[src/rtl/vtg_pkg.sv]
package vtg_pkg;
    localparam int H_W  = 16;   // horizontal quantities and vertical total
    localparam int V_W  = 16;   // vertical total / line counter
    localparam int VB_W = 8;    // vertical blank, delay, width

    typedef struct packed {
        logic [H_W-1:0]  htotal;
        logic [H_W-1:0]  hblank;
        logic [H_W-1:0]  hsdelay;
        logic [H_W-1:0]  hswidth;
        logic [V_W-1:0]  vtotal;
        logic [VB_W-1:0] vblank;
        logic [VB_W-1:0] vsdelay;
        logic [VB_W-1:0] vswidth;
        logic            hs_pol;
        logic            vs_pol;
        logic            interlace;
    } vtg_cfg_t;
endpackage

[src/rtl/vtg_shadow.sv]
module vtg_shadow
    import vtg_pkg::*;
(
    input  logic     clk,
    input  logic     rst_n,
    input  logic     load,
    input  vtg_cfg_t cfg_i,
    output vtg_cfg_t cfg_o
);
    vtg_cfg_t cfg_d, cfg_q;

    always_comb begin
        cfg_d = cfg_q;
        if (load) cfg_d = cfg_i;
    end

    always_ff @(posedge clk or negedge rst_n) begin
        if (!rst_n) cfg_q <= '0;
        else        cfg_q <= cfg_d;
    end

    assign cfg_o = cfg_q;

    // the working copy only moves on a load edge
    assert_shadow_hold_R9: assert property (@(posedge clk) disable iff (!rst_n)
        !load |=> cfg_q == $past(cfg_q));
endmodule

[src/rtl/vtg_hcount.sv]
module vtg_hcount
    import vtg_pkg::*;
(
    input  logic           clk,
    input  logic           rst_n,
    input  logic           clr,
    input  logic           adv,
    input  logic [H_W-1:0] htotal,
    input  logic [H_W-1:0] hblank,
    input  logic [H_W-1:0] hsdelay,
    input  logic [H_W-1:0] hswidth,
    output logic [H_W-1:0] h_o,
    output logic           line_end,
    output logic           h_act,
    output logic           hsync_on,
    output logic           past_half
);
    localparam int HX = H_W + 2;

    typedef struct packed {
        logic [H_W-1:0] h;
    } hst_t;

    hst_t st_d, st_q;

    logic [HX-1:0] tot_x, act_x, sync_start, sync_stop, h_x;

    always_comb begin
        tot_x      = HX'(htotal);
        act_x      = (htotal >= hblank) ? HX'(htotal - hblank) : '0;
        sync_start = act_x + HX'(hsdelay);
        sync_stop  = sync_start + HX'(hswidth);
        h_x        = HX'(st_q.h);

        line_end  = adv && ((h_x + HX'(1)) >= tot_x);
        h_act     = h_x < act_x;
        hsync_on  = (h_x >= sync_start) && (h_x < sync_stop);
        past_half = h_x >= (tot_x >> 1);

        st_d = st_q;
        if (clr)           st_d.h = '0;
        else if (line_end) st_d.h = '0;
        else if (adv)      st_d.h = st_q.h + H_W'(1);
    end

    always_ff @(posedge clk or negedge rst_n) begin
        if (!rst_n) st_q <= '0;
        else        st_q <= st_d;
    end

    assign h_o = st_q.h;

    // pixel counter steps by one inside the line and wraps at its end
    assert_hstep_R2: assert property (@(posedge clk) disable iff (!rst_n)
        adv && !line_end && !clr |=> h_o == $past(h_o) + H_W'(1));
    assert_hwrap_R2: assert property (@(posedge clk) disable iff (!rst_n)
        line_end && !clr |=> h_o == '0);
    // idle forces the pixel counter to zero
    assert_hclr_R1: assert property (@(posedge clk) disable iff (!rst_n)
        clr |=> h_o == '0);
endmodule

[src/rtl/vtg_vcount.sv]
module vtg_vcount
    import vtg_pkg::*;
#(
    parameter bit ILACE_EN = 1'b1
) (
    input  logic            clk,
    input  logic            rst_n,
    input  logic            clr,
    input  logic            step,
    input  logic            past_half,
    input  logic [V_W-1:0]  vtotal,
    input  logic [VB_W-1:0] vblank,
    input  logic [VB_W-1:0] vsdelay,
    input  logic [VB_W-1:0] vswidth,
    input  logic            interlace,
    output logic [V_W-1:0]  v_o,
    output logic            field_o,
    output logic            frame_end,
    output logic            v_act,
    output logic            vsync_on
);
    localparam int VX = V_W + 2;

    typedef struct packed {
        logic [V_W-1:0] v;
        logic           field;
    } vst_t;

    vst_t st_d, st_q;

    logic          ilace_on;
    logic          odd_field;
    logic          last_line;
    logic          field_end;
    logic [VX-1:0] lines_x, act_x, vs_start, vs_stop, v_x;

    generate
        if (ILACE_EN) begin : g_ilace
            assign ilace_on = interlace;
        end else begin : g_prog
            assign ilace_on = interlace & 1'b0;
        end
    endgenerate

    always_comb begin
        odd_field = ilace_on && st_q.field;
        v_x       = VX'(st_q.v);
        lines_x   = VX'(vtotal) + VX'(odd_field);
        act_x     = (vtotal >= V_W'(vblank)) ? VX'(vtotal - V_W'(vblank)) : '0;
        vs_start  = act_x + VX'(vsdelay);
        vs_stop   = vs_start + VX'(vswidth);

        last_line = (v_x + VX'(1)) >= lines_x;
        field_end = step && last_line;
        frame_end = field_end && (!ilace_on || st_q.field);
        v_act     = v_x < act_x;

        if (odd_field)
            vsync_on = (vswidth != '0) &&
                       (((v_x > vs_start) && (v_x < vs_stop)) ||
                        ((v_x == vs_start) && past_half) ||
                        ((v_x == vs_stop) && !past_half));
        else
            vsync_on = (v_x >= vs_start) && (v_x < vs_stop);

        st_d = st_q;
        if (clr) begin
            st_d = '0;
        end else if (field_end) begin
            st_d.v     = '0;
            st_d.field = ilace_on ? !st_q.field : 1'b0;
        end else if (step) begin
            st_d.v = st_q.v + V_W'(1);
        end
    end

    always_ff @(posedge clk or negedge rst_n) begin
        if (!rst_n) st_q <= '0;
        else        st_q <= st_d;
    end

    assign v_o     = st_q.v;
    assign field_o = st_q.field;

    // line and field only move on a line boundary
    assert_vhold_R7: assert property (@(posedge clk) disable iff (!rst_n)
        !clr && !step |=> (v_o == $past(v_o)) && (field_o == $past(field_o)));
    // interlaced field flips at each field end
    assert_field_flip_R7: assert property (@(posedge clk) disable iff (!rst_n)
        field_end && ilace_on && !clr |=> field_o != $past(field_o));
    // progressive field stays at zero after a field end
    assert_prog_field_R10: assert property (@(posedge clk) disable iff (!rst_n)
        field_end && !ilace_on |=> !field_o);
endmodule

[src/rtl/video_timing_gen.sv]
module video_timing_gen
    import vtg_pkg::*;
#(
    parameter bit ILACE_EN = 1'b1
) (
    input  logic            clk,
    input  logic            rst_n,
    input  logic            enable,
    input  logic [H_W-1:0]  cfg_htotal,
    input  logic [H_W-1:0]  cfg_hblank,
    input  logic [H_W-1:0]  cfg_hsdelay,
    input  logic [H_W-1:0]  cfg_hswidth,
    input  logic [V_W-1:0]  cfg_vtotal,
    input  logic [VB_W-1:0] cfg_vblank,
    input  logic [VB_W-1:0] cfg_vsdelay,
    input  logic [VB_W-1:0] cfg_vswidth,
    input  logic            cfg_hs_pol,
    input  logic            cfg_vs_pol,
    input  logic            cfg_interlace,
    output logic            hsync,
    output logic            vsync,
    output logic            de,
    output logic            field,
    output logic [H_W-1:0]  pix_x,
    output logic [V_W-1:0]  line_y
);
    vtg_cfg_t cfg_in, cfg_q;

    logic run_d, run_q;
    logic clr, adv, load;
    logic line_end, h_act, hsync_on, past_half;
    logic frame_end, v_act, vsync_on;

    always_comb begin
        cfg_in.htotal    = cfg_htotal;
        cfg_in.hblank    = cfg_hblank;
        cfg_in.hsdelay   = cfg_hsdelay;
        cfg_in.hswidth   = cfg_hswidth;
        cfg_in.vtotal    = cfg_vtotal;
        cfg_in.vblank    = cfg_vblank;
        cfg_in.vsdelay   = cfg_vsdelay;
        cfg_in.vswidth   = cfg_vswidth;
        cfg_in.hs_pol    = cfg_hs_pol;
        cfg_in.vs_pol    = cfg_vs_pol;
        cfg_in.interlace = cfg_interlace;

        run_d = enable;
        clr   = !enable;
        adv   = enable && run_q;
        load  = !run_q || frame_end;
    end

    always_ff @(posedge clk or negedge rst_n) begin
        if (!rst_n) run_q <= 1'b0;
        else        run_q <= run_d;
    end

    vtg_shadow u_shadow (
        .clk   (clk),
        .rst_n (rst_n),
        .load  (load),
        .cfg_i (cfg_in),
        .cfg_o (cfg_q)
    );

    vtg_hcount u_hcnt (
        .clk       (clk),
        .rst_n     (rst_n),
        .clr       (clr),
        .adv       (adv),
        .htotal    (cfg_q.htotal),
        .hblank    (cfg_q.hblank),
        .hsdelay   (cfg_q.hsdelay),
        .hswidth   (cfg_q.hswidth),
        .h_o       (pix_x),
        .line_end  (line_end),
        .h_act     (h_act),
        .hsync_on  (hsync_on),
        .past_half (past_half)
    );

    vtg_vcount #(.ILACE_EN(ILACE_EN)) u_vcnt (
        .clk       (clk),
        .rst_n     (rst_n),
        .clr       (clr),
        .step      (line_end),
        .past_half (past_half),
        .vtotal    (cfg_q.vtotal),
        .vblank    (cfg_q.vblank),
        .vsdelay   (cfg_q.vsdelay),
        .vswidth   (cfg_q.vswidth),
        .interlace (cfg_q.interlace),
        .v_o       (line_y),
        .field_o   (field),
        .frame_end (frame_end),
        .v_act     (v_act),
        .vsync_on  (vsync_on)
    );

    always_comb begin
        de    = run_q && h_act && v_act;
        hsync = (run_q && hsync_on) ? cfg_q.hs_pol : !cfg_q.hs_pol;
        vsync = (run_q && vsync_on) ? cfg_q.vs_pol : !cfg_q.vs_pol;
    end

    // an idle generator sits at the origin of field 0
    assert_idle_origin_R1: assert property (@(posedge clk) disable iff (!rst_n)
        !run_q |-> (pix_x == '0) && (line_y == '0) && !field);
    // horizontal sync never overlaps active video
    assert_de_no_hsync_R4: assert property (@(posedge clk) disable iff (!rst_n)
        de |-> hsync != cfg_q.hs_pol);
    // vertical sync never overlaps active video
    assert_de_no_vsync_R5: assert property (@(posedge clk) disable iff (!rst_n)
        de |-> vsync != cfg_q.vs_pol);
endmodule

[config.mk]
export PLATFORM = sky130hd
export DESIGN_NAME = video_timing_gen
export DESIGN_NICKNAME = d
export VERILOG_FILES = /design/src/rtl/vtg_pkg.sv /design/src/rtl/vtg_shadow.sv /design/src/rtl/vtg_hcount.sv /design/src/rtl/vtg_vcount.sv /design/src/rtl/video_timing_gen.sv
export SDC_FILE = /design/constraint.sdc
export NUM_CORES = 1
export LEC_CHECK = 0
export BUFFER_PORTS_ARGS = -buffer_cell sky130_fd_sc_hd__buf_2
export CORE_MARGIN = 2
export CORE_UTILIZATION = 55
export DETAILED_ROUTE_END_ITERATION = 8
export PLACE_DENSITY = 0.74
export SLEW_MARGIN = 30
export SYNTH_ARGS = -nofsm -noshare
export SYNTH_HDL_FRONTEND = slang
export SYNTH_HIERARCHICAL = 1
export SYNTH_SLANG_ARGS = --single-unit
[constraint.sdc]
create_clock -name clk -period 8.6 [get_ports clk]
set_input_delay 2.15 -clock clk [delete_from_list [all_inputs] [get_ports clk]]
set_output_delay 2.15 -clock clk [all_outputs]
set_load 0.1 [all_outputs]
==> results of run 1 <==
==> metal layers <==
metal | vias to the layer above | global-route usage
met2 | 468 | 0.474
met4 | 0 | 0.108
met1 | 6104 | 0.415
li1 | 5930 | -
met3 | 81 | 0.0379
met5 | - | 0
==> worst paths after layout <==
| kind | slack (ns) | endpoint | start | depth (start not counted) |
|---|---|---|---|---|
| max | -0.38 | hsync | u_shadow/cfg_o[94]$_DFFE_PN0P_ | 33 |
| min | 0.51 | u_shadow/cfg_o[26]$_DFFE_PN0P_ | u_shadow/cfg_o[26]$_DFFE_PN0P_ | 1 |
| max reg2reg | 2.73 | u_shadow/cfg_o[98]$_DFFE_PN0P_ | u_hcnt/h_o[2]$_DFFE_PN0P_ | 18 |
| min reg2reg | 0.51 | u_shadow/cfg_o[26]$_DFFE_PN0P_ | u_shadow/cfg_o[26]$_DFFE_PN0P_ | 1 |
| max in group asynchronous | 5.54 | u_shadow/cfg_o[18]$_DFFE_PN0P_ | rst_n | 2 |
| min in group asynchronous | 1.76 | u_shadow/cfg_o[76]$_DFFE_PN0P_ | rst_n | 1 |
==> timing repair <==
item,in CTS,in global routing
gates resized for setup,99,84
pin swaps,50,76
setup endpoints to repair,2,2
buffers inserted,18,13
hold buffers,0,0
==> flip-flops by register name (all words and copies together), names as in the netlist <==
name / cells
u_shadow/cfg_o: 107
u_vcnt/v_o: 16
u_hcnt/h_o: 16
run_q: 1
u_vcnt/field_o: 1
==> cells by family after synthesis <==
logic type               after synthesis  synth area share
AND/OR/NAND/NOR                      366             0.150
AO/OA/AOI/OAI                        333             0.168
adder cells (fa/ha/maj)              226             0.208
buffers and inverters                152            0.0476
flip-flops                           141             0.255
XOR/XNOR                             118            0.0747
multiplexers                         110            0.0976
==> per-stage QoR <==
stage / hold WS (ns) / instance area [µm²]
3_5_place_dp: 0.497 / 16000
6_report: 0.508 / 17700
4_1_cts: 0.514 / 17100
5_1_grt: 0.541 / 17700
2_1_floorplan: 0.475 / 13900
3_3_place_gp: 0.491 / 16000
==> worst register-to-register path, delay by kind of cell (launching register included) <==
family	cells	cell delay, ns
compound gates	2	0.48
fa+ha+maj	1	0.33
xor+xnor	1	0.20
flops	1	0.62
mux	1	0.36
buf+inv	3	0.87
simple gates	10	2.91
==> cell type report <==
type	instances	area [µm²]
multi-input combinational	1153	10600
timing repair buffer	324	2120
fill	1864	7300
clock inverter	15	154
clock buffer	17	425
tap	330	413
inverter	120	455
sequential	141	3530
==> cell usage in the layout, fill, tap and decap left out, types with 47 or more instances in the layout <==
master,count
a21o_1,51
a21oi_1,60
buf_2,142
buf_4,174
dfrtp_1,141
ha_1,192
inv_1,108
mux2_2,79
nand2_1,47
nor2_1,55
o21ai_0,48
xnor2_1,62
==> where the power goes <==
group	internal, µW	switching, µW	leakage (µW)
clock	409	343	0.000276
combinational	1370	1410	0.00703
sequential	714	47.8	0.00172
total	2490	1800	0.00903
==> results.json, run 1 <==
{
  "status": "finished with violations",
  "failed_checks": "negative setup slack",
  "crit_buf_inv": 3,
  "fp.dieH_um": 163,
  "dp_hpwl_um": 29900,
  "dp_cells": 2039,
  "drc": 0,
  "min_period_ns": 8.98,
  "rsz0062_at_grt": "true",
  "grt.total_usage": 0.297,
  "ant_nets": 0,
  "path_common_cell": "a21o_1",
  "core.rowCount": 58,
  "synth_top_area_frac": 0.255,
  "total_power_uw": 4300,
  "ios": 146,
  "synthTopCellsByCount": "ha_1 (220), dfrtp_1 (141), inv_1 (118)",
  "synth_most_common_cell": "ha_1",
  "drt_first_pass_iters": 5,
  "routedLengthMet1_um": 18600,
  "timing.critical_path.fanout_max": 5,
  "grt_overflow": 0,
  "netlist_area_mm2": 0.0138,
  "final_util": 0.708,
  "setup_ws_ns": -0.380,
  "ys_seq_area_frac": 0.255,
  "critical_path.max_stage_delay_ns": 0.41,
  "initial_core_util": 0.554,
  "cts_tree": "built",
  "synthFlopType": "dfrtp_1",
  "path_clk_slew_ns": 0.07,
  "crit_path_start_kind": "flop",
  "critPathKind": "reg -> out",
  "synth_top_area_cell": "dfrtp_1",
  "p_leak_uw": 0.00903,
  "via_per_inst": 5.99,
  "clkSinkCount": 141,
  "synthTopCellsByArea": "dfrtp_1 (26%), ha_1 (20%), mux2_2 (6.4%)",
  "antenna_found_initial": 0,
  "wl_per_cell_um": 19.1,
  "period_share": 1.04,
  "root_buffer": "clkbuf_16",
  "crit_family": "compound AO/OA/AOI/OAI gates",
  "portBuffers": 145,
  "post-place-ws_ns": -0.278,
  "vias": 12600,
  "final.setup_skew_ns": 0.0113,
  "grt_pass1_wl_um": 63200,
  "place_congestion": 0.965,
  "grt_max_degree": 84,
  "clock_latency_ns": 0.44,
  "slowest_stage": "dfrtp_1",
  "powerDensity_mw_per_mm2": 243,
  "yosys_warnings": 6,
  "area.growth.synth_to_final_pct": 27.7,
  "ir_drop_mv": 0.132,
  "maxCapViolations": 0,
  "h-tree-depth": 4,
  "dieArea_mm2": 0.0264,
  "die_x_um": 163,
  "hp-class": "reg -> reg",
  "routed_wl_um": 40200,
  "met3_length_um": 2300,
  "slew_violations": 0,
  "required_ns": 6.45,
  "worst-slew-pin-transition_ns": 0.869,
  "clk_path_buf_depth": 2,
  "synth_edf_count": 0,
  "setup_viol": 2,
  "grt_pass1_vias": 12700,
  "fmax_mhz": 111,
  "diodes": 0,
  "synth_nets": 1782,
  "drive_gt1_frac": 0.361,
  "yosysUniqueCellTypes": 95,
  "tns_ns": -0.652,
  "nets": 2093,
  "async_flop_share": 1.00,
  "layout.cells.non_filler": 2100,
  "ys_ff_latch": 141,
  "syn_inst": 1446,
  "syn_area_per_cell_um2": 9.57,
  "crit_path_end_kind": "output pin",
  "cp.arrival_ns": 6.83,
  "cts_inserted_buffers": 17,
  "drt_iter0_drc": 935,
  "dr.max_layer_used": "met4",
  "hold_viol_final": 0,
  "core_mm2": 0.0250,
  "max-slew-margin-rel": 0.421,
  "met2_length_um": 18100
}
Power figures use the tool's default switching activity.
==> inputs of run 2 (changes only) <==
Settings changed: ABC_AREA set to 1, CORE_UTILIZATION 55 to 56, PLACE_DENSITY 0.74 to 0.79.
==> run 2 against run 1 <==
Compared with the run above:
- the flow now finishes without violations
- global-route usage increased by 0.18 points
- sequential share of layout area is 0.79 points higher
- final area decreased by 3.7%
- highest routed layer unchanged
==> results.json, run 2 <==
{
  "status": "finished, final reports clean",
  "switching_share": 0.456,
  "cp.arrival_ns": 6.13,
  "hold_buffers": 0,
  "grt_max_degree": 108,
  "ir_drop_mv": 0.122,
  "pwr-share-seq": 0.208,
  "worst-slew-pin-transition_ns": 0.774,
  "maxCapViolations": 0,
  "vias": 14500,
  "hp-class": "reg -> reg",
  "synth_edf_count": 0,
  "synthTopCellsByCount": "nand2_1 (755), inv_1 (298), ha_1 (220)",
  "drt_first_pass_iters": 6,
  "clkSinkCount": 141,
  "internal_power_uw": 2030,
  "nets": 2636,
  "min_period_ns": 8.28,
  "powerDensity_mw_per_mm2": 220,
  "max-slew-margin-rel": 0.484,
  "drc": 0,
  "clock_latency_ns": 0.44,
  "ant_nets": 0,
  "portBuffers": 145,
  "p_leak_uw": 0.00961,
  "grt_overflow": 0,
  "path_clk_slew_ns": 0.07,
  "synth_top_area_frac": 0.240,
  "largest_reg_flops": 107,
  "period_share": 0.963,
  "slew_violations": 0,
  "wl_per_cell_um": 16.2,
  "synth_top_area_cell": "dfrtp_1",
  "required_ns": 6.45,
  "p_comb_frac": 0.582,
  "grt_pass1_vias": 13800,
  "total_power_uw": 3740,
  "synthTopCellsByArea": "dfrtp_1 (24%), nand2_1 (19%), ha_1 (19%)",
  "initial_core_util": 0.568,
  "syn_inst": 2153,
  "synth_most_common_cell": "nand2_1",
  "yosys_warnings": 6,
  "critical_path.max_stage_delay_ns": 0.40,
  "cts_tree": "built",
  "yosysUniqueCellTypes": 56,
  "final_util": 0.656,
  "hold_viol_final": 0,
  "netlist_area_mm2": 0.0147,
  "die_x_um": 166,
  "drive_gt1_frac": 0.159,
  "synth_nets": 2489,
  "synthFlopType": "dfrtp_1",
  "slowest_stage": "dfrtp_1",
  "final_cell_mix": "nand2_1 (749), inv_1 (297), ha_1 (187), buf_2 (142), dfrtp_1 (139)",
  "timing.critical_path.fanout_max": 6,
  "setup_viol": 0,
  "async_flop_share": 1.00,
  "ys_seq_area_frac": 0.240,
  "fmax_mhz": 121,
  "root_buffer": "clkbuf_16",
  "core.rowCount": 59,
  "p_sw_uw": 1710,
  "crit_path_end_kind": "output pin",
  "ys_ff_latch": 141,
  "p_clk_frac": 0.211,
  "final.setup_skew_ns": 0.0123,
  "drt_iter0_drc": 1136,
  "ios": 146,
  "dp_hpwl_um": 32800,
  "final_common_cell": "nand2_1",
  "grt.total_usage": 0.299,
  "critPathKind": "reg -> out",
  "path_common_cell": "nand2_1",
  "diodes": 0,
  "fp.dieH_um": 166,
  "syn_area_per_cell_um2": 6.84,
  "grt_pass1_wl_um": 67100,
  "crit_path_start_kind": "flop",
  "clk_path_buf_depth": 2,
  "antenna_found_initial": 0,
  "dieArea_mm2": 0.0276,
  "tns_ns": 0,
  "place_congestion": 0.943,
  "via_per_inst": 5.49,
  "area.growth.synth_to_final_pct": 15.5,
  "core_mm2": 0.0259,
  "h-tree-depth": 4,
  "routed_wl_um": 42800,
  "fillers": 2268,
  "cts_inserted_buffers": 17
}
[run 2: cell count changes in the layout (fill, tap and decap cells not counted), sizes merged, moves of 41 or more]
cell	before	now
nand2	56	782
inv	128	312
buf	324	161
mux2	109	0
nor2	64	170
nand3	40	101
a21o	51	9
xnor2	69	28
[run 2: stage by stage]
step / instances / cell area, µm² / hold WS (ns) / setup WS (ns)
finish: 2648 / 17000 / 0.471 / 0.319
global route: 2648 / 17000 / 0.496 / -0.0606
global placement: 2606 / 15700 / 0.456 / 0.234
CTS: 2639 / 16400 / 0.473 / 0.0116
floorplan: 2153 / 14700 / 0.442 / 0.730
detailed placement: 2606 / 15700 / 0.458 / 0.178
[run 2: cell type report]
type	instances	area, µm²	share of cell area
multi-input cells	1667	10400	0.610
flip-flops and latches	141	3530	0.208
inverters	312	1180	0.0694
repair buffers	161	886	0.0521
clock buffers	19	443	0.0260
well taps	335	419	0.0246
clock inverters	13	166	0.00979
[run 2: path summary, 6_finish.rpt]
check / startpoint / cells after the start / slack [ns] / to
max reg2reg: u_vcnt/field_o$_DFFE_PN0P_ / 23 / 2.79 / u_shadow/cfg_o[105]$_DFFE_PN0P_
min in group asynchronous: rst_n / 1 / 1.70 / u_shadow/cfg_o[41]$_DFFE_PN0P_
min: u_shadow/cfg_o[79]$_DFFE_PN0P_ / 2 / 0.47 / u_shadow/cfg_o[79]$_DFFE_PN0P_
min reg2reg: u_shadow/cfg_o[79]$_DFFE_PN0P_ / 2 / 0.47 / u_shadow/cfg_o[79]$_DFFE_PN0P_
max in group asynchronous: rst_n / 2 / 5.77 / u_shadow/cfg_o[104]$_DFFE_PN0P_
max: u_shadow/cfg_o[27]$_DFFE_PN0P_ / 38 / 0.32 / vsync
[run 2: logic make-up (layout without fill, tap and decap cells)]
group / Yosys count / in the layout / synth area share
AND/OR/NAND/NOR: 1150 / 1150 / 0.338
buffers and inverters: 345 / 505 / 0.0947
adder cells (fa/ha/maj): 226 / 226 / 0.195
AO/OA/AOI/OAI: 206 / 206 / 0.0817
flip-flops: 141 / 141 / 0.240
XOR/XNOR: 85 / 85 / 0.0506
[run 2: metal layers]
metal / vias up / part of all wire / GRT usage
li1: 7185 / - / -
met1: 6732 / 0.43 / 0.377
met2: 516 / 0.49 / 0.527
met3: 110 / 0.052 / 0.0341
met4: 0 / 0.034 / 0.114
met5: - / 0 / 0
[run 2: critical path: cells and delay by family (launching register included)]
family | cells | cell delay (ns)
flops | 1 | 0.40
fa+ha+maj | 5 | 1.43
xor+xnor | 2 | 0.35
simple gates | 21 | 2.39
buf+inv | 6 | 0.60
compound gates | 4 | 0.54
[run 2: what timing repair did]
item / in CTS / in global routing
buffers inserted: 1 / 9
pin swaps: 1 / 18
endpoints found under the setup margin: 2 / 2
resized for setup: 9 / 101
hold endpoints to repair: 0 / 0
[run 2: power groups by stage]
| stage | clock network [µW] | logic (µW) | registers [µW] |
|---|---|---|---|
| 2_1_floorplan | 0 | 1460 | 782 |
| 3_3_place_gp | 0 | 1840 | 778 |
| 3_5_place_dp | 0 | 1910 | 781 |
| 4_1_cts | 796 | 1940 | 769 |
| 5_1_grt | 822 | 2410 | 783 |
| 6_report | 787 | 2170 | 777 |
==> inputs of run 3 (changes only) <==
Settings changed: BUFFER_PORTS_ARGS -buffer_cell sky130_fd_sc_hd__buf_2 to unset, CELL_PAD_IN_SITES_DETAIL_PLACEMENT set to 1, CELL_PAD_IN_SITES_GLOBAL_PLACEMENT set to 1, CORE_UTILIZATION 56 to 43, DONT_BUFFER_PORTS set to 1, PLACE_DENSITY 0.79 to 0.82.
==> run 3 against run 2 <==
Compared with the run above:
- via count grew 1.5%
- sequential power about the same
- sequential share of layout area decreased by 0.27 points
- power increased by 7.1%
- routed wire length is 26% higher
- register-to-register slack worse by 0.75 ns
- utilization decreased by 14 points
- non-clock buffer count fell by 70
- worst hold slack lost 0.0033 ns
- highest routed layer unchanged
==> results.json, run 3 (same netlist as run 2, synthesis figures left out) <==
{
  "fillers": 4307,
  "clock_latency_ns": 0.46,
  "timing.critical_path.fanout_max": 7,
  "antenna_found_initial": 1,
  "ir_drop_mv": 0.155,
  "hold_buffers": 0,
  "whs_ns": 0.468,
  "final_common_cell": "nand2_1",
  "slowest_stage": "dfrtp_1",
  "place_congestion": 0.895,
  "crit_family": "simple AND/OR/NAND/NOR gates",
  "dr.max_layer_used": "met4",
  "routedLengthMet1_um": 21500,
  "min_period_ns": 8.57,
  "dp_cells": 2606,
  "drt_iter0_drc": 715,
  "cts_inserted_buffers": 17,
  "initial_core_util": 0.438,
  "critical_path.max_stage_delay_ns": 0.49,
  "final_util": 0.514,
  "dp_hpwl_um": 38700,
  "final.setup_skew_ns": 0.0148,
  "drt_first_pass_iters": 4,
  "core.rowCount": 67,
  "fp.dieH_um": 189,
  "grt.total_usage": 0.282,
  "routed_wl_um": 53800,
  "layout.cells.non_filler": 2692,
  "worst_r2r_startpoint": "u_vcnt/field_o$_DFFE_PN0P_",
  "largest_reg_flops": 107,
  "drc": 0,
  "hold_path_depth": 2,
  "cts_tree": "built",
  "rr_worst_depth": 23,
  "max-slew-margin-rel": 0.351,
  "setup_viol": 0,
  "core_mm2": 0.0336,
  "fmax_mhz": 117,
  "met2_length_um": 27600,
  "period_share": 0.996,
  "area.growth.synth_to_final_pct": 17.4,
  "die_x_um": 189,
  "hp-class": "reg -> reg",
  "status": "finished, final reports clean",
  "portBuffers": 0,
  "clk_path_buf_depth": 2,
  "ios": 146,
  "holdPathEnd": "u_shadow/cfg_o[80]$_DFFE_PN0P_",
  "path_common_cell": "nand2_1",
  "h-tree-depth": 4,
  "root_buffer": "clkbuf_16",
  "dieArea_mm2": 0.0357,
  "maxCapViolations": 0,
  "hold_viol_final": 0,
  "grt_overflow": 0,
  "critPathKind": "reg -> out",
  "powerDensity_mw_per_mm2": 232,
  "final_cell_mix": "nand2_1 (728), inv_1 (287), ha_1 (179), dfrtp_1 (131), nor2_1 (122)",
  "met3_length_um": 2630,
  "p_leak_uw": 0.00941,
  "cp-startpoint": "u_shadow/cfg_o[36]$_DFFE_PN0P_",
  "multi_input_area_mm2": 0.0106,
  "grt_pass1_wl_um": 79100,
  "via_per_inst": 5.48,
  "vias": 14800,
  "cp.arrival_ns": 6.42,
  "worst-slew-pin-transition_ns": 0.974,
  "crit_buf_inv": 5,
  "drive_gt1_frac": 0.163,
  "required_ns": 6.45,
  "nets": 2566,
  "grt_pass1_vias": 15200,
  "reg2reg_to": "u_shadow/cfg_o[35]$_DFFE_PN0P_",
  "path_clk_slew_ns": 0.06,
  "grt_max_degree": 142,
  "rrSetupSlack_ns": 2.04,
  "wl_per_cell_um": 20.0,
  "crit_path_end_kind": "output pin",
  "ant_nets": 0,
  "hp-start": "u_shadow/cfg_o[80]$_DFFE_PN0P_",
  "slew_violations": 0,
  "clkSinkCount": 141,
  "crit_path_start_kind": "flop",
  "final-seq-area_mm2": 0.00354
}
run 3: changes by cell type in the layout (fill, tap and decap cells not counted), sizes merged:
cell      before  now
clkinv         6    5
clkinvlp       4    3
diode          0    1
clkbuf        19   22
buf          161   90
run 3: timing repair:
| action | 4_1_cts | 5_1_grt |
|---|---|---|
| setup endpoints to repair | 2 | 2 |
| pin swaps | 5 | 54 |
| setup buffers | 4 | 49 |
| gates resized for setup | 38 | 148 |
| cloned | 0 | 1 |
run 3: final cells by class:
cell class / instances / share of cell area
multi-input combinational: 1667 / 0.616
sequential: 141 / 0.205
inverter: 312 / 0.0682
timing repair buffer: 91 / 0.0438
tap: 448 / 0.0324
clock buffer: 21 / 0.0266
clock inverter: 11 / 0.00818
antenna: 1 / 0.000145
run 3: metrics by stage:
stage | total power (µW) | TNS [ns] | instance area, µm² | worst slack, ns
after floorplan | 2240 | 0 | 14700 | 0.730
after global placement | 2630 | 0 | 15400 | 0.165
after detailed placement | 2740 | -0.165 | 15400 | -0.165
after CTS | 3630 | 0 | 16200 | 0.000719
after global routing | 4300 | -0.521 | 17300 | -0.350
final | 4000 | 0 | 17300 | 0.0331
run 3: where the power goes:
group,leakage (µW),total (µW),switching [µW],internal (µW)
logic,0.00736,2430,1480,944
registers,0.00176,780,65.9,714
clock network,0.000289,796,326,470
run 3: worst max-delay path by stage:
stage | endpoint | slack, ns | cells after the start
finish | vsync | 0.03 | 37
global route | vsync | -0.35 | 42
CTS | hsync | 0.0007 | 40
detailed placement | vsync | -0.17 | 34
global placement | vsync | 0.17 | 34
floorplan | vsync | 0.73 | 34
run 3: routing by layer:
| layer | track usage | up-vias |
|---|---|---|
| met4 | 0.110 | 0 |
| li1 | - | 7028 |
| met1 | 0.317 | 7258 |
| met5 | 0 | - |
| met2 | 0.515 | 343 |
| met3 | 0.0604 | 126 |
run 3: worst register-to-register path, stage by stage (launching register included):
cell and delay, ns:
dfrtp_1 0.99, nand2_1 0.28, inv_1 0.29, ha_1 0.25, nand3_1 0.13, nor3_1 0.36
nand3_1 0.18, nand3b_1 0.26, nor3_1 0.30, nand2_1 0.15, nor3_1 0.19, xor2_1 0.24
ha_1 0.29, nand2_1 0.12, nor2_1 0.05, a211oi_1 0.28, nand3_1 0.13, o21ai_0 0.57
a21oi_1 0.15, inv_1 0.14, nand2_4 0.08, inv_6 0.52, nand2_1 0.37, nand2_1 0.15
